<file path="src/rtl/regjob_pkg.sv">
package regjob_pkg;
  localparam int unsigned CMD_W = 4;
  localparam logic [CMD_W-1:0] CMD_RD = 4'h0;
  localparam logic [CMD_W-1:0] CMD_WR = 4'h1;

  typedef enum logic [1:0] {
    TX_IDLE,
    TX_HDR,
    TX_DATA
  } tx_state_e;

  typedef enum logic [1:0] {
    RX_OFF,
    RX_HDR,
    RX_DATA,
    RX_FTR
  } rx_state_e;
endpackage

</file>
<file path="src/rtl/regjob_tx.sv">
module regjob_tx
  import regjob_pkg::*;
#(
  parameter int unsigned ADDR_W = 4,
  parameter int unsigned DATA_W = 8
) (
  input  logic              clk,
  input  logic              rst_n,
  input  logic              launch_i,
  input  logic              write_i,
  input  logic [ADDR_W-1:0] addr_i,
  input  logic [DATA_W-1:0] wdata_i,
  input  logic              ready_i,
  output logic              valid_o,
  output logic              first_o,
  output logic              last_o,
  output logic [DATA_W-1:0] data_o
);
  tx_state_e         state_q;
  logic [DATA_W-1:0] wdata_q;
  logic              is_wr_q;

  always_ff @(posedge clk) begin
    if (!rst_n) begin
      state_q <= TX_IDLE;
      valid_o <= 1'b0;
      first_o <= 1'b0;
      last_o  <= 1'b0;
      data_o  <= '0;
      wdata_q <= '0;
      is_wr_q <= 1'b0;
    end else begin
      case (state_q)
        TX_IDLE: begin
          if (launch_i) begin
            state_q <= TX_HDR;
            valid_o <= 1'b1;
            first_o <= 1'b1;
            last_o  <= !write_i;
            data_o  <= {addr_i, (write_i ? CMD_WR : CMD_RD)};
            wdata_q <= wdata_i;
            is_wr_q <= write_i;
          end
        end
        TX_HDR: begin
          if (ready_i) begin
            first_o <= 1'b0;
            if (is_wr_q) begin
              state_q <= TX_DATA;
              last_o  <= 1'b1;
              data_o  <= wdata_q;
            end else begin
              state_q <= TX_IDLE;
              valid_o <= 1'b0;
              last_o  <= 1'b0;
            end
          end
        end
        TX_DATA: begin
          if (ready_i) begin
            state_q <= TX_IDLE;
            valid_o <= 1'b0;
            last_o  <= 1'b0;
          end
        end
        default: state_q <= TX_IDLE;
      endcase
    end
  end
endmodule

</file>
<file path="src/rtl/regjob_rx.sv">
module regjob_rx
  import regjob_pkg::*;
#(
  parameter int unsigned DATA_W = 8
) (
  input  logic              clk,
  input  logic              rst_n,
  input  logic              arm_i,
  input  logic              arm_read_i,
  input  logic              valid_i,
  input  logic              first_i,
  input  logic              last_i,
  input  logic [DATA_W-1:0] data_i,
  output logic              ready_o,
  output logic              done_o,
  output logic              err_o,
  output logic [DATA_W-1:0] rdata_o
);
  localparam logic [DATA_W-1:0] FTR_OK = '0;

  rx_state_e state_q;
  logic      is_rd_q;
  logic      take;
  logic      ftr_bad;

  assign ready_o = (state_q != RX_OFF);
  assign take    = valid_i && ready_o;
  assign ftr_bad = (data_i != FTR_OK);

  always_ff @(posedge clk) begin
    if (!rst_n) begin
      state_q <= RX_OFF;
      is_rd_q <= 1'b0;
      done_o  <= 1'b0;
      err_o   <= 1'b0;
      rdata_o <= '0;
    end else begin
      done_o <= 1'b0;
      case (state_q)
        RX_OFF: begin
          if (arm_i) begin
            state_q <= RX_HDR;
            is_rd_q <= arm_read_i;
          end
        end
        RX_HDR: begin
          if (take && first_i) begin
            state_q <= is_rd_q ? RX_DATA : RX_FTR;
          end
        end
        RX_DATA: begin
          if (take && !first_i) begin
            if (last_i) begin
              state_q <= RX_OFF;
              done_o  <= 1'b1;
              err_o   <= ftr_bad;
            end else begin
              state_q <= RX_FTR;
              rdata_o <= data_i;
            end
          end
        end
        RX_FTR: begin
          if (take && last_i && !first_i) begin
            state_q <= RX_OFF;
            done_o  <= 1'b1;
            err_o   <= ftr_bad;
          end
        end
        default: state_q <= RX_OFF;
      endcase
    end
  end
endmodule

</file>
<file path="src/rtl/regjob_requester.sv">
module regjob_requester
  import regjob_pkg::*;
#(
  parameter int unsigned ADDR_W = 4,
  parameter int unsigned DATA_W = 8
) (
  input  logic              clk,
  input  logic              rst_n,
  input  logic              cmd_start_i,
  input  logic              cmd_write_i,
  input  logic [ADDR_W-1:0] cmd_addr_i,
  input  logic [DATA_W-1:0] cmd_wdata_i,
  output logic              done_o,
  output logic [DATA_W-1:0] rdata_o,
  output logic              err_o,
  output logic              req_valid_o,
  input  logic              req_ready_i,
  output logic              req_first_o,
  output logic              req_last_o,
  output logic [DATA_W-1:0] req_data_o,
  input  logic              rsp_valid_i,
  output logic              rsp_ready_o,
  input  logic              rsp_first_i,
  input  logic              rsp_last_i,
  input  logic [DATA_W-1:0] rsp_data_i
);
  localparam int unsigned HDR_W = ADDR_W + CMD_W;

  generate
    if (HDR_W != DATA_W) begin : g_bad_width
      $error("header needs ADDR_W + CMD_W == DATA_W");
    end
  endgenerate

  logic launch;
  logic busy;

  // One job at a time: the parser stays armed from launch until footer.
  assign busy   = rsp_ready_o;
  assign launch = cmd_start_i && !busy;

  regjob_tx #(
    .ADDR_W(ADDR_W),
    .DATA_W(DATA_W)
  ) u_tx (
    .clk     (clk),
    .rst_n   (rst_n),
    .launch_i(launch),
    .write_i (cmd_write_i),
    .addr_i  (cmd_addr_i),
    .wdata_i (cmd_wdata_i),
    .ready_i (req_ready_i),
    .valid_o (req_valid_o),
    .first_o (req_first_o),
    .last_o  (req_last_o),
    .data_o  (req_data_o)
  );

  regjob_rx #(
    .DATA_W(DATA_W)
  ) u_rx (
    .clk       (clk),
    .rst_n     (rst_n),
    .arm_i     (launch),
    .arm_read_i(!cmd_write_i),
    .valid_i   (rsp_valid_i),
    .first_i   (rsp_first_i),
    .last_i    (rsp_last_i),
    .data_i    (rsp_data_i),
    .ready_o   (rsp_ready_o),
    .done_o    (done_o),
    .err_o     (err_o),
    .rdata_o   (rdata_o)
  );
endmodule

</file>
<file path="config.mk">
export PLATFORM = sky130hd
export DESIGN_NAME = regjob_requester
export DESIGN_NICKNAME = d
export VERILOG_FILES = /design/src/rtl/regjob_pkg.sv /design/src/rtl/regjob_tx.sv /design/src/rtl/regjob_rx.sv /design/src/rtl/regjob_requester.sv
export SDC_FILE = /design/constraint.sdc
export NUM_CORES = 1
export LEC_CHECK = 0
export BUFFER_PORTS_ARGS = -buffer_cell sky130_fd_sc_hd__buf_2
export CAP_MARGIN = 20
export CELL_PAD_IN_SITES_DETAIL_PLACEMENT = 1
export CELL_PAD_IN_SITES_GLOBAL_PLACEMENT = 1
export CORE_MARGIN = 3
export CORE_UTILIZATION = 33
export DETAILED_ROUTE_END_ITERATION = 8
export GPL_TIMING_DRIVEN = 0
export PLACE_DENSITY_LB_ADDON = 0.05
export SLEW_MARGIN = 20
export SYNTH_ARGS = -nofsm -noshare
export SYNTH_HDL_FRONTEND = slang
export SYNTH_SLANG_ARGS = --single-unit
</file>
<file path="constraint.sdc">
create_clock -name clk -period 1.7 [get_ports clk]
set_input_delay 0.17 -clock clk [delete_from_list [all_inputs] [get_ports clk]]
set_output_delay 0.17 -clock clk [all_outputs]
set_load 0.01 [all_outputs]
</file>
==> run summary, run 1 <==
Worst hold start = rsp_valid_i
H-tree depth = 2
Fin nets = 270
Worst reg2reg startpoint = u_rx.state_q[0]
FF+latch count, synth = 35
Initial antenna violation count = 0
Drt drc = 0
Hold-fix buffers, CTS = 0
First-pass GRT wire length = 7748 um
Worst rel slew slack = 65.53%
Switching Fraction = 27.40%
Period Utilization, post-route = 98.43%
CP Cell Sequence = buf_6 -> or3b_1 -> buf_6 -> a22o_1 -> buf_6 -> a32o_1
Routed wire per std cell = 15.10 um
Largest net degree at the start of global routing = 11
DRT Pass-1 Iters = 4
Vias in the first global route = 1590
Fill cells = 613
Cell depth of the worst setup path = 6
Post-synth top area share = 42.65%
Overall routed net length = 4606 um
Final-report setup violation count = 0
GRT Resource Usage Total = 16.48%
Worst setup EP type = flop
WP data arrival = 1.85 ns
MaxCap Viol Count = 0
TritonCTS Sinks = 35
DIE WIDTH = 76.56 um
Die height = 76.56 um
Diode count = 0
Tmin final = 1.673 ns
Synth warn = 0
Via Count = 1488
CTS max path bufs = 2
HP Class = input port to flop
Slowest cell on crit path = or3b_1
Post-DP HPWL = 3450 um
Layout Skew = 0.009733 ns
Clock Root Buffer = clkbuf_8
Slew Viols, Final = 0
Setup Crit Path Kind = flop to flop
CP endpoint = u_tx.data_o[1]
Status = finished clean
Clock Pin Slew Worst Setup and Hold Paths = 0.06 ns
Rows = 25
PortBufs = 48
Synth top area cells = dfxtp_1, nand2_1, a21boi_0
R2r endpoint = u_tx.data_o[1]
Area delta synth->final = 28.87%
Total grt overflow = 0
Synth Net Count = 216
RSZ-0062 raised after global routing = true
Final Hold Slack = 0.1351 ns
Psw = 0.5217 mW
Comb power frac = 21.0%
Ys async rst share = 0%
Initial core utilization = 34.55%
Pwr Total = 1.904 mW
GP Congestion = 0.7584
Core Area = 0.004755 sq mm
Final std cells w/o fill = 305
Vias per cell = 4.879
Hold Vio Cnt, Final = 0
Cell Pwr Density = 899.5 mW/mm^2
Count of buffer and inverter cells on the critical path = 3
Synth unique cells = 39
CP max stage delay = 0.36 ns
Clk pwr share = 31.5%
Synthesized instance count = 184
Final ANT Viol Nets = 0
Worst Path Required = 1.87 ns
Seq/Total Area, Yosys = 42.65%
Ys flop type = dfxtp_1
Seq pwr share = 47.4%
Path depth of the worst reg2reg path = 6
Reg2reg setup slack = 0.03 ns
Total CTS buffers = 5
P_leak = 0.9560 nW
Die area = 0.005861 sq mm
FMAX = 0.5976 GHz
CTS tree = built
Post-synth top area cell = dfxtp_1
Crit path max-delay family = compound AO/OA/AOI/OAI gates
# IOs = 50
CP Launch Point = u_rx.state_q[0]
Critical Path Most Common Cell = buf_6
Synthesized area = 0.001643 sq mm
Clk_lat worst skew = 0.29 ns
Worst-path fanout max = 10
Pint = 1.382 mW
CP Launch Type = flop
Cells after DPL = 299
Least-Margin Pin Slew = 0.5171 ns
EDFF count, synth = 0
Share of cells above drive strength 1 = 31.09%
Mapped Avg Cell Area = 8.928 sq um
1st-iter DRT viols = 48
VDD IR max = 0.4966 mV
[kinds of logic after synthesis]
kind of cell    count (synthesis)  share of synthesized area (%)
compound gates                 46                          20.18
fa+ha+maj                       4                          3.047
mux                            12                          7.692
buf+inv                        17                          4.874
simple gates                   70                          21.55
flops                          35                          42.65
[worst min path at each step]
stage	endpoint	slack (ns)	depth (start not counted)
after CTS	u_rx.state_q[0]	0.13	2
after detailed placement	u_rx.state_q[0]	0.43	2
final	u_rx.state_q[0]	0.14	2
after global routing	u_rx.state_q[0]	0.13	2
after floorplan	u_rx.state_q[0]	0.26	1
after global placement	u_rx.state_q[0]	0.41	2
[state kept, by name (all words and copies together), names as in the netlist]
name          count
u_tx.last_o       1
u_tx.first_o      1
u_tx.wdata_q      8
u_rx.state_q      2
u_tx.valid_o      1
u_tx.data_o       8
u_tx.is_wr_q      1
u_rx.err_o        1
u_rx.rdata_o      8
u_rx.is_rd_q      1
u_tx.state_q      2
u_rx.done_o       1
[through the flow]
| step | util (%) | setup TNS, ns | worst slack, ns | instance area (sq um) |
|---|---|---|---|---|
| CTS | 43.39 | 0 | 0.008748 | 2063 |
| detailed placement | 41.37 | -3.887 | -0.3403 | 1967 |
| floorplan | - | 0 | 0.09653 | 1643 |
| global route | 44.53 | -0.08559 | -0.03373 | 2117 |
| global placement | 41.37 | -2.155 | -0.2423 | 1967 |
| finish | 44.53 | 0 | 0.02662 | 2117 |
[timing repair]
action | in CTS | in global routing
setup buffers | 0 | 1
endpoints found under the setup margin | 19 | 23
pin swaps | 1 | 0
resized for setup | 5 | 12
[cells in the final DEF, fill, tap and decap left out, drive strengths merged, types with 2 or more instances in the layout]
cell,Yosys,final
mux2i,7,7
nand3b,2,2
o211a,2,2
nor2b,2,2
nand3,10,10
dfxtp,35,35
nand2,36,36
clkbuf,11,14
a21oi,3,3
and3,3,3
and3b,2,2
nor4,2,2
nand2b,2,2
a211oi,3,3
o21ai,10,10
or2,2,2
buf,4,54
inv,2,2
ha,4,4
nor2,2,2
a21boi,17,17
a32o,3,3
a21o,2,2
mux2,5,5
[synthesized netlist by cell type, types with 3 or more instances]
| library cell | instances |
|---|---|
| a211oi_1 | 3 |
| a21boi_0 | 17 |
| a21oi_1 | 3 |
| a32o_1 | 3 |
| and3_1 | 3 |
| clkbuf_1 | 11 |
| dfxtp_1 | 35 |
| ha_1 | 4 |
| mux2_2 | 5 |
| mux2i_1 | 7 |
| nand2_1 | 36 |
| nand3_1 | 10 |
| o21ai_0 | 10 |
[power by group through the flow]
| stage | Clock (mW) | Sequential, mW | Combinational [mW] |
|---|---|---|---|
| after floorplan | 0 | 0.929 | 0.225 |
| after global placement | 0 | 0.918 | 0.357 |
| after detailed placement | 0 | 0.921 | 0.371 |
| after CTS | 0.616 | 0.903 | 0.377 |
| after global routing | 0.655 | 0.910 | 0.447 |
| final | 0.601 | 0.903 | 0.401 |
[metal layers]
metal / up-vias / global-route usage [%] / part of all wire (%)
met1: 704 / 20.83 / 47
met5: - / 0 / 0
met4: 0 / 5.435 / 1.4
met3: 7 / 4.137 / 3.7
met2: 29 / 27.33 / 48
li1: 748 / - / -
[layout make-up]
type	instances	area (sq um)	share of cell area [%]
clock inverter	1	5.005	0.2364
inverter	2	7.507	0.3546
buffer	13	80.08	3.783
sequential	35	700.7	33.10
multi-input combinational	132	897.1	42.38
timing repair buffer	49	260.3	12.29
tap	67	83.83	3.960
clock buffer	6	82.58	3.901
(Power assumes the default switching activity.)
==> run 2, diff against run 1 <==
Settings changed: CORE_MARGIN 3 to 1.5, REMOVE_ABC_BUFFERS set to 1, SLEW_MARGIN 20 to not set.
==> run 2 against run 1 <==
Clock power decreased by 1%; cell count down 3.3%; clock-buffer cell count unchanged; wire length decreased by 10%; global-route usage down 0.15 points; hold slack lost 0.025 ns; flip-flop and latch count stayed put; non-clock buffer count is 11 lower; cell area shrank 2.8%; critical endpoint unchanged; largest cell class unchanged.
==> run summary, run 2 (synthesis gave the netlist of run 1 again) <==
Layout Skew = 0.004331 ns
Worst setup EP type = flop
CP Cell Sequence = or3b_4 -> a22o_4 -> a32o_1
Final ANT Viol Nets = 0
RSZ-0062 raised after global routing = true
Largest net degree at the start of global routing = 45
MaxCap Viol Count = 0
CP Launch Type = flop
VDD IR max = 0.3184 mV
Die area = 0.005410 sq mm
CTS tree = built
GP Congestion = 0.7683
Worst-path fanout max = 10
Worst Path Required = 1.88 ns
1st-iter DRT viols = 36
PortBufs = 49
Die height = 73.56 um
Tmin final = 1.608 ns
Setup ws final = 0.09161 ns
Share of cells above drive strength 1 = 32.89%
Vias in the first global route = 1485
Clock Root Buffer = clkbuf_8
Commonest cells after routing, fill and taps aside = buf_2, nand2_1, dfxtp_1, a21boi_0
Via Count = 1489
Total CTS buffers = 5
Pint = 1.336 mW
CTS max path bufs = 2
Total grt overflow = 0
WP data arrival = 1.79 ns
Core Area = 0.004755 sq mm
Routed wire per std cell = 14.00 um
Vias per cell = 5.047
Hold-fix buffers, CTS = 0
Hold Vio Cnt, Final = 0
Overall routed net length = 4129 um
GRT Resource Usage Total = 16.32%
Post-DP HPWL = 2876 um
Slowest cell on crit path = or3b_4
Slew Viols, Final = 0
Comb power frac = 19.5%
# IOs = 50
Period Utilization, post-route = 94.61%
Clock Pin Slew Worst Setup and Hold Paths = 0.07 ns
Placed Area = 0.001906 sq mm
Clk pwr share = 31.8%
Area delta synth->final = 25.21%
Switching Fraction = 28.56%
Final TNS setup = 0 ns
CP max stage delay = 0.48 ns
Seq pwr share = 48.7%
Initial core utilization = 34.55%
Pwr Total = 1.870 mW
Drt drc = 0
Finished Core Util = 43.26%
Rows = 25
Worst rel slew slack = 53.85%
Top flop regs = u_rx.rdata_o (8), u_tx.data_o (8), u_tx.wdata_q (8)
Diode count = 0
Fin nets = 259
Reg2reg setup slack = 0.09 ns
Final-report setup violation count = 0
Clk_lat worst skew = 0.29 ns
FMAX = 0.6217 GHz
DIE WIDTH = 73.56 um
P_leak = 0.9208 nW
Psw = 0.5341 mW
Pre-CTS setup slack = -0.3359 ns
DRT Pass-1 Iters = 4
Least-Margin Pin Slew = 0.6922 ns
Initial antenna violation count = 0
Most common cell after layout, fill and taps aside = buf_2
Fin area = 0.002057 sq mm
Cell Pwr Density = 909.0 mW/mm^2
TritonCTS Sinks = 35
Setup Crit Path Kind = flop to flop
First-pass GRT wire length = 6699 um
H-tree depth = 2
Status = finished clean
HP Class = input port to flop
==> run 2: power by group through the flow <==
| stage | logic (mW) | registers (mW) | clock network [mW] |
|---|---|---|---|
| floorplan | 0.186 | 0.934 | 0 |
| global placement | 0.324 | 0.923 | 0 |
| detailed placement | 0.334 | 0.928 | 0 |
| CTS | 0.354 | 0.911 | 0.615 |
| global route | 0.404 | 0.920 | 0.651 |
| finish | 0.365 | 0.911 | 0.594 |
==> run 2: worst max-delay path: cells and delay by family, from the launching register on <==
kind	cells	cell delay, ns
AO/OA/AOI/OAI	2	0.61
flip-flops	1	0.42
AND/OR/NAND/NOR	1	0.48
==> run 2: final timing paths <==
check,cells after the start,from,to
hold reg to reg,2,u_tx.last_o,u_tx.last_o
hold / removal,2,rsp_valid_i,u_rx.state_q[0]
setup reg to reg,3,u_rx.state_q[0],u_tx.data_o[1]
setup / recovery,3,u_rx.state_q[0],u_tx.data_o[1]
==> run 2: metrics by stage <==
step	instances	hold slack, ns
2_1_floorplan	169	0.2584
3_3_place_gp	285	0.4020
3_5_place_dp	285	0.4121
4_1_cts	295	0.1037
5_1_grt	295	0.1144
6_report	295	0.1103
==> run 2: layout make-up <==
type | count | area (sq um)
inverters | 2 | 7.507
clock buffers | 6 | 72.57
fillers | 597 | 2698
clock inverters | 2 | 12.51
flip-flops and latches | 35 | 701.9
well taps | 67 | 83.83
repair buffers | 51 | 260.3
multi-input cells | 132 | 918.4
==> run 2: repair_timing <==
action	in CTS	in global routing
gates resized for setup	6	5
gates cloned	0	0
endpoints found under the hold margin	0	0
setup buffers	2	0
setup endpoints to repair	20	15
==> run 2: per-layer routing <==
layer  wire length (um)  track usage, %  up-vias
met5                  0               0        -
met4                 53           4.938        0
met3                202           4.664        6
met2               2125           28.93       37
met1               1748           18.90      705
li1                   -               -      741
==> run 3, diff against run 2 <==
Settings changed: BUFFER_PORTS_ARGS -buffer_cell sky130_fd_sc_hd__buf_2 to -buffer_cell sky130_fd_sc_hd__clkbuf_2, SETUP_SLACK_MARGIN set to 0.15.
==> run 3 against run 2 <==
First-iteration DRC count decreased by 17%; critical path depth unchanged; die area unchanged; sequential share of layout area decreased by 1.9 points; maximum frequency increased by 5.3%; clock-buffer cell count unchanged; global-route usage increased by 0.30 points; critical path type unchanged; highest routed layer unchanged.
==> run summary, run 3 (synthesis gave the netlist of run 1 again) <==
Status = finished clean
Post-DP HPWL = 2915 um
CTS max path bufs = 2
Total CTS buffers = 5
Reg area = 710.7 sq um
Switching Fraction = 28.68%
Rows = 25
Most common cell after layout, fill and taps aside = clkbuf_2
Worst Path Required = 1.88 ns
Reg2reg setup slack = 0.17 ns
Initial core utilization = 34.55%
Cells after DPL = 285
DIE WIDTH = 73.56 um
Die height = 73.56 um
Crit path max-delay family = compound AO/OA/AOI/OAI gates
Worst setup EP type = flop
Psw = 0.5625 mW
FMAX = 0.6548 GHz
Pwr Total = 1.961 mW
Largest net degree at the start of global routing = 45
Total grt overflow = 0
WP data arrival = 1.71 ns
GRT Resource Usage Total = 16.62%
P_leak = 0.9801 nW
# IOs = 50
Worst rel slew slack = 48.54%
Cell Pwr Density = 890.1 mW/mm^2
Share of cells above drive strength 1 = 37.66%
DRT Pass-1 Iters = 4
Diode count = 0
Vias per cell = 5.000
Multi-input logic area = 947.2 sq um
Via Count = 1530
Worst reg2reg startpoint = u_rx.state_q[1]
Slew Viols, Final = 0
Core Area = 0.004755 sq mm
Routed wire per std cell = 14.08 um
First-pass GRT wire length = 6879 um
Commonest cells after routing, fill and taps aside = clkbuf_2, nand2_1, dfxtp_1, a21boi_0
Clk_lat worst skew = 0.28 ns
1st-iter DRT viols = 30
Fin nets = 270
Seq pwr share = 46.4%
TritonCTS Sinks = 35
Slowest cell on crit path = or3b_4
Clk pwr share = 30.6%
H-tree depth = 2
Initial antenna violation count = 0
CP max stage delay = 0.47 ns
Final std cells w/o fill = 306
Finished Core Util = 46.34%
Hold Vio Cnt, Final = 0
Drt drc = 0
HP Class = input port to flop
CP Launch Point = u_rx.state_q[1]
RSZ-0062 raised after global routing = false
Pint = 1.399 mW
Worst-path fanout max = 7
CP Launch Type = flop
Final ANT Viol Nets = 0
Overall routed net length = 4310 um
Least-Margin Pin Slew = 0.7719 ns
Period Utilization, post-route = 89.83%
Tmin final = 1.527 ns
CP Cell Sequence = or3b_4 -> a22o_4 -> a32o_1
Clock Root Buffer = clkbuf_8
Fill cells = 577
VDD IR max = 0.4678 mV
Comb power frac = 23.0%
MaxCap Viol Count = 0
GP Congestion = 0.7663
Setup ws final = 0.1729 ns
Count of buffer and inverter cells on the critical path = 0
Vias in the first global route = 1472
PortBufs = 49
Worst hold start = rsp_valid_i
Layout Skew = 0.004899 ns
Top flop regs = u_rx.rdata_o (8), u_tx.data_o (8), u_tx.wdata_q (8)
Die area = 0.005410 sq mm
Area delta synth->final = 34.12%
Final TNS setup = 0 ns
Setup Crit Path Kind = flop to flop
Clock Pin Slew Worst Setup and Hold Paths = 0.07 ns
Pre-CTS setup slack = -0.3819 ns
Final-report setup violation count = 0
CTS tree = built
## run 3: final cells by class
| class | count | share of cell area [%] |
|---|---|---|
| clock inverter | 2 | 0.5679 |
| multi-input combinational | 132 | 42.99 |
| tap | 67 | 3.805 |
| timing repair buffer | 62 | 16.75 |
| sequential | 35 | 32.25 |
| inverter | 2 | 0.3407 |
| clock buffer | 6 | 3.294 |
## run 3: layer usage
layer | global-route usage (%) | vias up | wire length [um]
li1 | - | 756 | -
met1 | 20.03 | 738 | 1951
met2 | 29.23 | 31 | 2158
met3 | 3.429 | 5 | 149
met4 | 5.556 | 0 | 51
met5 | 0 | - | 0
## run 3: worst paths after layout
kind,end,cells after the start
min,u_rx.state_q[0],2
min reg2reg,u_tx.valid_o,2
max reg2reg,u_tx.data_o[1],3
max,u_tx.data_o[1],3
## run 3: what timing repair did
item / in CTS / in global routing
resized for setup: 17 / 4
setup endpoints to repair: 21 / 14
setup buffers: 3 / 10
hold buffers: 0 / 0
pin swaps: 2 / 6
## run 3: per-stage QoR
| step | instance area, sq um | hold WS, ns |
|---|---|---|
| floorplan | 1570 | 0.2584 |
| global placement | 1899 | 0.4075 |
| detailed placement | 1906 | 0.4163 |
| CTS | 2116 | 0.1071 |
| global route | 2203 | 0.1224 |
| finish | 2203 | 0.1089 |
## run 3: power by group through the flow
| stage | Clock, mW | Combinational (mW) | Sequential (mW) |
|---|---|---|---|
| final | 0.600 | 0.451 | 0.910 |
| after global routing | 0.656 | 0.492 | 0.918 |
| after CTS | 0.623 | 0.419 | 0.914 |
| after detailed placement | 0 | 0.335 | 0.929 |
| after global placement | 0 | 0.324 | 0.924 |
| after floorplan | 0 | 0.186 | 0.934 |
## run 3: worst register-to-register path, cell delays in order (launching register included)
cell     delay, ns
dfxtp_4       0.37
or3b_4        0.47
a22o_4        0.33
a32o_1        0.26
